## src/rtl/gtmr_pkg.sv

```systemverilog
package gtmr_pkg;
  localparam int DATA_W    = 32;
  localparam int ADDR_W    = 16;
  localparam int TMR_CNT   = 4;
  localparam int TMR_IDX_W = $clog2(TMR_CNT);
  localparam int CPU_IDX_W = 4;
  localparam int TOP_BIT   = DATA_W - 1;

  localparam logic [DATA_W-1:0] RST_COUNT  = 32'h0000_0000;
  localparam logic [DATA_W-1:0] RST_BASE   = 32'h8000_0000;
  localparam logic [DATA_W-1:0] RST_VECPRI = 32'h8080_0000;
  localparam logic [DATA_W-1:0] RST_DEST   = 32'h0000_0001;
  localparam logic [DATA_W-1:0] RD_MISS    = '1;
  localparam logic [7:0]        FREQ_SLOT  = 8'hF0;

  typedef enum logic [1:0] {
    REG_COUNT  = 2'd0,
    REG_BASE   = 2'd1,
    REG_VECPRI = 2'd2,
    REG_DEST   = 2'd3
  } tmr_reg_e;

  typedef struct packed {
    logic                 hit_tmr;
    logic                 hit_freq;
    logic [TMR_IDX_W-1:0] tmr;
    tmr_reg_e             rsel;
    logic [CPU_IDX_W-1:0] cpu;
  } dec_t;
endpackage

```

## src/rtl/gtmr_decode.sv

```systemverilog
module gtmr_decode
  import gtmr_pkg::*;
#(
  parameter int NUM_CPU = 4
) (
  input  logic [ADDR_W-1:0] addr,
  output dec_t              dec
);
  localparam logic [CPU_IDX_W:0] CPU_LIM = (CPU_IDX_W+1)'(NUM_CPU);

  logic aligned;
  logic freq_slot;

  always_comb begin
    aligned      = (addr[3:0] == 4'h0);
    freq_slot    = (addr[7:0] == FREQ_SLOT);
    dec.cpu      = addr[15:12];
    dec.tmr      = addr[7:6];
    dec.rsel     = tmr_reg_e'(addr[5:4]);
    dec.hit_freq = aligned && freq_slot && ({1'b0, addr[15:12]} < CPU_LIM);
    dec.hit_tmr  = aligned && !freq_slot;
  end
endmodule

```

## src/rtl/gtmr_timer.sv

```systemverilog
module gtmr_timer
  import gtmr_pkg::*;
(
  input  logic              clk,
  input  logic              rst_n,
  input  logic              tick_en,
  input  logic              wr_base,
  input  logic              wr_vecpri,
  input  logic              wr_dest,
  input  logic [DATA_W-1:0] wdata,
  output logic [DATA_W-1:0] count,
  output logic [DATA_W-1:0] base,
  output logic [DATA_W-1:0] vecpri,
  output logic [DATA_W-1:0] dest,
  output logic              irq
);
  logic              inhibit;
  logic              at_zero;
  logic              expire;
  logic [DATA_W-1:0] count_d;

  assign inhibit = base[TOP_BIT];
  assign at_zero = (count[TOP_BIT-1:0] == '0);
  assign expire  = tick_en && !inhibit && at_zero;

  always_comb begin
    count_d = count;
    if (tick_en && !inhibit) begin
      if (at_zero) count_d = {~count[TOP_BIT], base[TOP_BIT-1:0]};
      else         count_d = {count[TOP_BIT], count[TOP_BIT-1:0] - 1'b1};
    end
    // toggle bit is cleared only on a 1->0 inhibit write while it is set
    if (wr_base && count[TOP_BIT] && inhibit && !wdata[TOP_BIT])
      count_d[TOP_BIT] = 1'b0;
  end

  always_ff @(posedge clk) begin
    if (!rst_n) begin
      count  <= RST_COUNT;
      base   <= RST_BASE;
      vecpri <= RST_VECPRI;
      dest   <= RST_DEST;
      irq    <= 1'b0;
    end else begin
      count <= count_d;
      if (wr_base)   base   <= wdata;
      if (wr_vecpri) vecpri <= wdata;
      if (wr_dest)   dest   <= wdata;
      irq <= expire && !vecpri[TOP_BIT];
    end
  end
endmodule

```

## src/rtl/gtmr_freq_bank.sv

```systemverilog
module gtmr_freq_bank
  import gtmr_pkg::*;
#(
  parameter int NUM_CPU = 4
) (
  input  logic                 clk,
  input  logic                 rst_n,
  input  logic                 wr_en,
  input  logic [CPU_IDX_W-1:0] cpu,
  input  logic [DATA_W-1:0]    wdata,
  output logic [DATA_W-1:0]    rdata
);
  logic [DATA_W-1:0] regs [NUM_CPU];

  for (genvar g = 0; g < NUM_CPU; g++) begin : g_cpu
    always_ff @(posedge clk) begin
      if (!rst_n)                                regs[g] <= '0;
      else if (wr_en && cpu == CPU_IDX_W'(g))    regs[g] <= wdata;
    end
  end

  always_comb begin
    rdata = RD_MISS;
    for (int i = 0; i < NUM_CPU; i++)
      if (cpu == CPU_IDX_W'(i)) rdata = regs[i];
  end
endmodule

```

## src/rtl/gtmr_bank.sv

```systemverilog
module gtmr_bank
  import gtmr_pkg::*;
#(
  parameter int NUM_CPU = 4
) (
  input  logic              clk,
  input  logic              rst_n,
  input  logic              tick_en,
  input  logic              req_valid,
  input  logic              req_write,
  input  logic [15:0]       req_addr,
  input  logic [31:0]       req_wdata,
  output logic              rsp_valid,
  output logic [31:0]       rsp_rdata,
  output logic [3:0]        irq_pulse
);
  dec_t              dec;
  logic              wr_req;
  logic              rd_req;
  logic [DATA_W-1:0] cnt_a  [TMR_CNT];
  logic [DATA_W-1:0] base_a [TMR_CNT];
  logic [DATA_W-1:0] vp_a   [TMR_CNT];
  logic [DATA_W-1:0] dst_a  [TMR_CNT];
  logic [TMR_CNT-1:0] mask_vec;
  logic [TMR_CNT-1:0] inhib_vec;
  logic [DATA_W-1:0] freq_rd;
  logic [DATA_W-1:0] rd_word;

  assign wr_req = req_valid && req_write;
  assign rd_req = req_valid && !req_write;

  gtmr_decode #(.NUM_CPU(NUM_CPU)) u_dec (
    .addr (req_addr),
    .dec  (dec)
  );

  for (genvar g = 0; g < TMR_CNT; g++) begin : g_tmr
    logic sel;
    assign sel = wr_req && dec.hit_tmr && (dec.tmr == TMR_IDX_W'(g));

    gtmr_timer u_tmr (
      .clk       (clk),
      .rst_n     (rst_n),
      .tick_en   (tick_en),
      .wr_base   (sel && dec.rsel == REG_BASE),
      .wr_vecpri (sel && dec.rsel == REG_VECPRI),
      .wr_dest   (sel && dec.rsel == REG_DEST),
      .wdata     (req_wdata),
      .count     (cnt_a[g]),
      .base      (base_a[g]),
      .vecpri    (vp_a[g]),
      .dest      (dst_a[g]),
      .irq       (irq_pulse[g])
    );

    assign mask_vec[g]  = vp_a[g][TOP_BIT];
    assign inhib_vec[g] = base_a[g][TOP_BIT];
  end

  gtmr_freq_bank #(.NUM_CPU(NUM_CPU)) u_freq (
    .clk   (clk),
    .rst_n (rst_n),
    .wr_en (wr_req && dec.hit_freq),
    .cpu   (dec.cpu),
    .wdata (req_wdata),
    .rdata (freq_rd)
  );

  always_comb begin
    rd_word = RD_MISS;
    if (dec.hit_freq) begin
      rd_word = freq_rd;
    end else if (dec.hit_tmr) begin
      unique case (dec.rsel)
        REG_COUNT:  rd_word = cnt_a[dec.tmr];
        REG_BASE:   rd_word = base_a[dec.tmr];
        REG_VECPRI: rd_word = vp_a[dec.tmr];
        REG_DEST:   rd_word = dst_a[dec.tmr];
        default:    rd_word = RD_MISS;
      endcase
    end
  end

  always_ff @(posedge clk) begin
    if (!rst_n) begin
      rsp_valid <= 1'b0;
      rsp_rdata <= '0;
    end else begin
      rsp_valid <= rd_req;
      if (rd_req) rsp_rdata <= rd_word;
    end
  end
endmodule

```

## config.mk

```make
export PLATFORM = sky130hd
export DESIGN_NAME = gtmr_bank
export DESIGN_NICKNAME = d
export VERILOG_FILES = /design/src/rtl/gtmr_pkg.sv /design/src/rtl/gtmr_decode.sv /design/src/rtl/gtmr_timer.sv /design/src/rtl/gtmr_freq_bank.sv /design/src/rtl/gtmr_bank.sv
export SDC_FILE = /design/constraint.sdc
export NUM_CORES = 2
export LEC_CHECK = 0
export ABC_AREA = 1
export BUFFER_PORTS_ARGS = -buffer_cell sky130_fd_sc_hd__buf_4
export CAP_MARGIN = 20
export CORE_MARGIN = 5
export CORE_UTILIZATION = 40
export CTS_CLUSTER_SIZE = 12
export DETAILED_ROUTE_END_ITERATION = 16
export SYNTH_ARGS = -nofsm -noshare
export SYNTH_HDL_FRONTEND = slang
export SYNTH_SLANG_ARGS = --single-unit
export TNS_END_PERCENT = 5
```

## constraint.sdc

```tcl
create_clock -name clk -period 3.8 [get_ports clk]
set_clock_uncertainty 0.05 [all_clocks]
set_input_delay 0.19 -clock clk [delete_from_list [all_inputs] [get_ports clk]]
set_output_delay 0.19 -clock clk [all_outputs]
set_load 0.01 [all_outputs]
```

==> run summary <==
### Run status
- complete, no violations — status

### Synth
- 33700 um2 — Post-Syn Area
- 4986 — synthesized instance count
- 6.77 um2 — post-synthesis average cell area
- 5047 — Synth Net Count
- 38 — Yosys cell types
- 0 — synthesis warning total
- 677 — number of synthesized register bits
- 44.0% — part of the Yosys area used for sequential elements

### Routing
- 6 — first drt pass iteration count
- 5.44 — detail-routed via count per cell
- 0 — DRC violations left
- 21.7 um — Routed wire per std cell
- 4256 — 1st-iter DRT viols
- 133000 um — WL final
- 0 — number of nets with antenna violations after routing
- 33500 — Vias

### Global route
- 3 — initial antenna violation count
- 40.8% — global routing met1 resource utilization
- 4.56% — routing usage on met3
- 42.9% — met2 usage in global routing
- 195000 um — wire length of the first global-routing pass
- met2 — layer with the highest usage
- 0 — GR Overflow Total
- 230 — pin count of the biggest net entering global routing
- 28.5% — total global-route track usage
- 29500 — number of global-route vias before repair

### CTS
- 3 — total number of H-tree levels
- sky130_fd_sc_hd__clkbuf_16 — clock root buffer
- 650 ps — worst skew pair latency
- 79 — TritonCTS buffer count
- 677 — clk sink count
- 60 ps — register clock-pin slew on the reported worst setup and hold paths
- 3 — maximum buffer depth of the clock tree
- 0 — cts repair resizes
- yes — CTS tree
- 0 — Post-CTS Setup Inserts

### Setup path
- sky130_fd_sc_hd__nor2_1 — cell repeated most along the worst path
- 580 ps — maximum cell stage delay along the critical path
- register — category of the worst setup path capture point
- 7 — maximum fanout count along the critical path
- 4200 ps — Worst EP required
- nor2_1 > nand2_1 > nor2_1 > nand4_1 > nor2_1 > inv_1 > nor3_1 — worst path cell trace
- register — startpoint class of the critical path
- 3150 ps — data arrival time of the critical path
- sky130_fd_sc_hd__nor3_1 — Slowest cell on crit path
- reg -> reg — start-to-end type of the worst setup path

### Floorplanning
- 40.3% — initial core utilization
- 300 um — overall die height
- 90 — total I/O pin count
- 90300 um2 — die footprint
- 300 um — Die Wd
- 106 — number of standard-cell rows in the floorplan
- 83700 um2 — placeable core region

### STA
- 0 — Max Transition Viols Final
- 0 — Final setup violation count
- 21.2 ps — smallest hold slack
- 964 ps — transition time at the pin with the least slew margin
- 2750 ps — final critical path time including I/O delays and setup
- 72.4% — final worst-path cycle share
- 0 — total count of hold-check failures in the final report
- 0.364 GHz — achievable frequency
- 0 ps — setup TNS
- false — RSZ-0062 raised after global routing
- 35.7% — headroom to the max-slew limit

### Power and ir drop
- 5.6% — relative contribution of combinational cells to total power
- 46.4% — Flop pwr share
- 48.1% — clock network power share
- 16.5 nW — Leak Pwr
- 12.1 mW — internal cell power
- 0.314 mV — Worst IR Drop VDD
- 420 nW/um2 — power density cells
- 3.94 mW — power dissipated by switching net loads
- 24.5% — switching part of the total power

### Placement
- 5973 — total instance count after detailed placement
- 94200 um — HPWL after DPL
- 1.04 — routability-driven placement congestion ratio
- 85 — count of input and output buffers
- 35300 um2 — Post-DP Area

### Worst hold path
- in -> reg — class of the worst hold path

### Finish
- 38300 um2 — Finished Cell Area
- 13.4% — P&R area growth vs syn
- 7.84% — fraction of final layout cells with drive strength greater than 1
- 5014 — number of nets in the layout
- 0 — Ant. Diodes
- 6148 — final instance count without filler cells

### Job
- 0 — Max Cap Violations

-- power by group through the flow --
stage	logic (mW)	registers [mW]	clock network, mW
2_1_floorplan	0.435	7.60	0
3_3_place_gp	0.841	7.59	0
3_5_place_dp	0.842	7.60	0
4_1_cts	0.875	7.44	7.79
5_1_grt	0.942	7.45	8.06
6_report	0.894	7.44	7.72
-- worst max-delay path: cells and delay by family, from the launching register on --
family / cells / cell delay (ps)
and+or+nand+nor: 6 / 1880
DFF: 1 / 430
buffers and inverters: 1 / 210
-- stage by stage --
| step | setup WS, ps | utilization [%] | power, mW |
|---|---|---|---|
| final | 1050 | 45.7 | 16.1 |
| after CTS | 1120 | 45.7 | 16.1 |
| after detailed placement | 1050 | 42.2 | 8.44 |
| after floorplan | -98.3 | - | 8.03 |
| after global placement | 1090 | 42.2 | 8.43 |
| after global routing | 972 | 45.7 | 16.5 |
-- logic make-up (layout without fill, tap and decap cells) --
kind of cell | after synthesis | after routing | synth area share, %
and+or+nand+nor | 2330 | 2330 | 28.4
AOI/OAI and AO/OA | 1190 | 1190 | 17.8
adders and majority gates | 8 | 8 | 0.297
xor gates and xnor gates | 23 | 23 | 0.597
DFF | 677 | 677 | 44.0
buffers and inverters | 758 | 786 | 8.88
-- worst paths after layout --
kind	cells past startpoint	from	slack, ps	end
min reg2reg	2	g_tmr[3].u_tmr.dest[5]	370	g_tmr[3].u_tmr.dest[5]
min	3	rst_n	20	rsp_rdata[2]
max reg2reg	7	g_tmr[3].u_tmr.count[14]	1050	g_tmr[3].u_tmr.irq
max	7	g_tmr[3].u_tmr.count[14]	1050	g_tmr[3].u_tmr.irq
-- cell usage in the layout, fill, tap and decap left out, types with 13 or more instances in the layout --
cell	instances
sky130_fd_sc_hd__clkbuf_8	15
sky130_fd_sc_hd__inv_1	429
sky130_fd_sc_hd__nor2_2	40
sky130_fd_sc_hd__clkbuf_1	20
sky130_fd_sc_hd__nand3b_1	13
sky130_fd_sc_hd__dfxtp_1	549
sky130_fd_sc_hd__buf_4	151
sky130_fd_sc_hd__nand4_1	86
sky130_fd_sc_hd__nor2_1	663
sky130_fd_sc_hd__edfxtp_1	128
sky130_fd_sc_hd__o211ai_1	15
sky130_fd_sc_hd__inv_2	13
sky130_fd_sc_hd__nor3_1	13
sky130_fd_sc_hd__o21ai_0	535
sky130_fd_sc_hd__clkbuf_16	82
sky130_fd_sc_hd__xor2_1	13
sky130_fd_sc_hd__buf_12	13
sky130_fd_sc_hd__a21oi_1	586
sky130_fd_sc_hd__clkinv_2	13
sky130_fd_sc_hd__nand2_1	1231
sky130_fd_sc_hd__or2_2	27
sky130_fd_sc_hd__nand3_1	234
sky130_fd_sc_hd__o21ai_1	43
sky130_fd_sc_hd__dlygate4sd3_1	32
-- sequential cells by signal (all words and copies together), names as in the netlist --
name,flops
g_tmr.u_tmr.base,128
g_tmr.u_tmr.count,128
g_tmr.u_tmr.dest,128
g_tmr.u_tmr.irq,4
g_tmr.u_tmr.vecpri,128
rsp_rdata,32
rsp_valid,1
u_freq.regs,128
-- synthesized netlist by cell type (all sizes together) --
cell type | instances | area, um2
xnor2 | 10 | 87.6
clkbuf | 201 | 754
o211a | 1 | 10.0
edfxtp | 128 | 3840
dfxtp | 549 | 11000
o21a | 1 | 7.51
nor3 | 19 | 116
nand4 | 87 | 551
nand2 | 1238 | 4670
o21ai | 580 | 2900
o41ai | 2 | 17.5
clkinv | 4 | 16.3
xor2 | 13 | 114
nand3b | 13 | 97.6
a211oi | 3 | 22.5
o211ai | 15 | 113
nand3 | 235 | 1180
buf | 110 | 564
a21oi | 586 | 2930
nor2 | 711 | 2810
ha | 8 | 100
inv | 443 | 1660
o21bai | 2 | 15.0
or2 | 27 | 169
-- per-layer routing --
metal | up-vias | part of all wire [%]
met2 | 1575 | 43
met1 | 15500 | 43
li1 | 16100 | -
met3 | 268 | 9.2
met4 | 2 | 4.9
met5 | - | 0.0097
-- area by class of cell --
cell class | count | area, um2
fill | 8644 | 45400
timing repair buffer | 197 | 1730
clock inverter | 24 | 265
multi-input combinational | 3551 | 16000
clock buffer | 118 | 2340
tap | 1134 | 1420
sequential | 677 | 14800
inverter | 447 | 1680
-- what timing repair did --
item | 4_1_cts | 5_1_grt
setup endpoints to repair | 0 | 0
hold buffers | 32 | 0
endpoints found under the hold margin | 89 | 0
(Power assumes the default switching activity.)
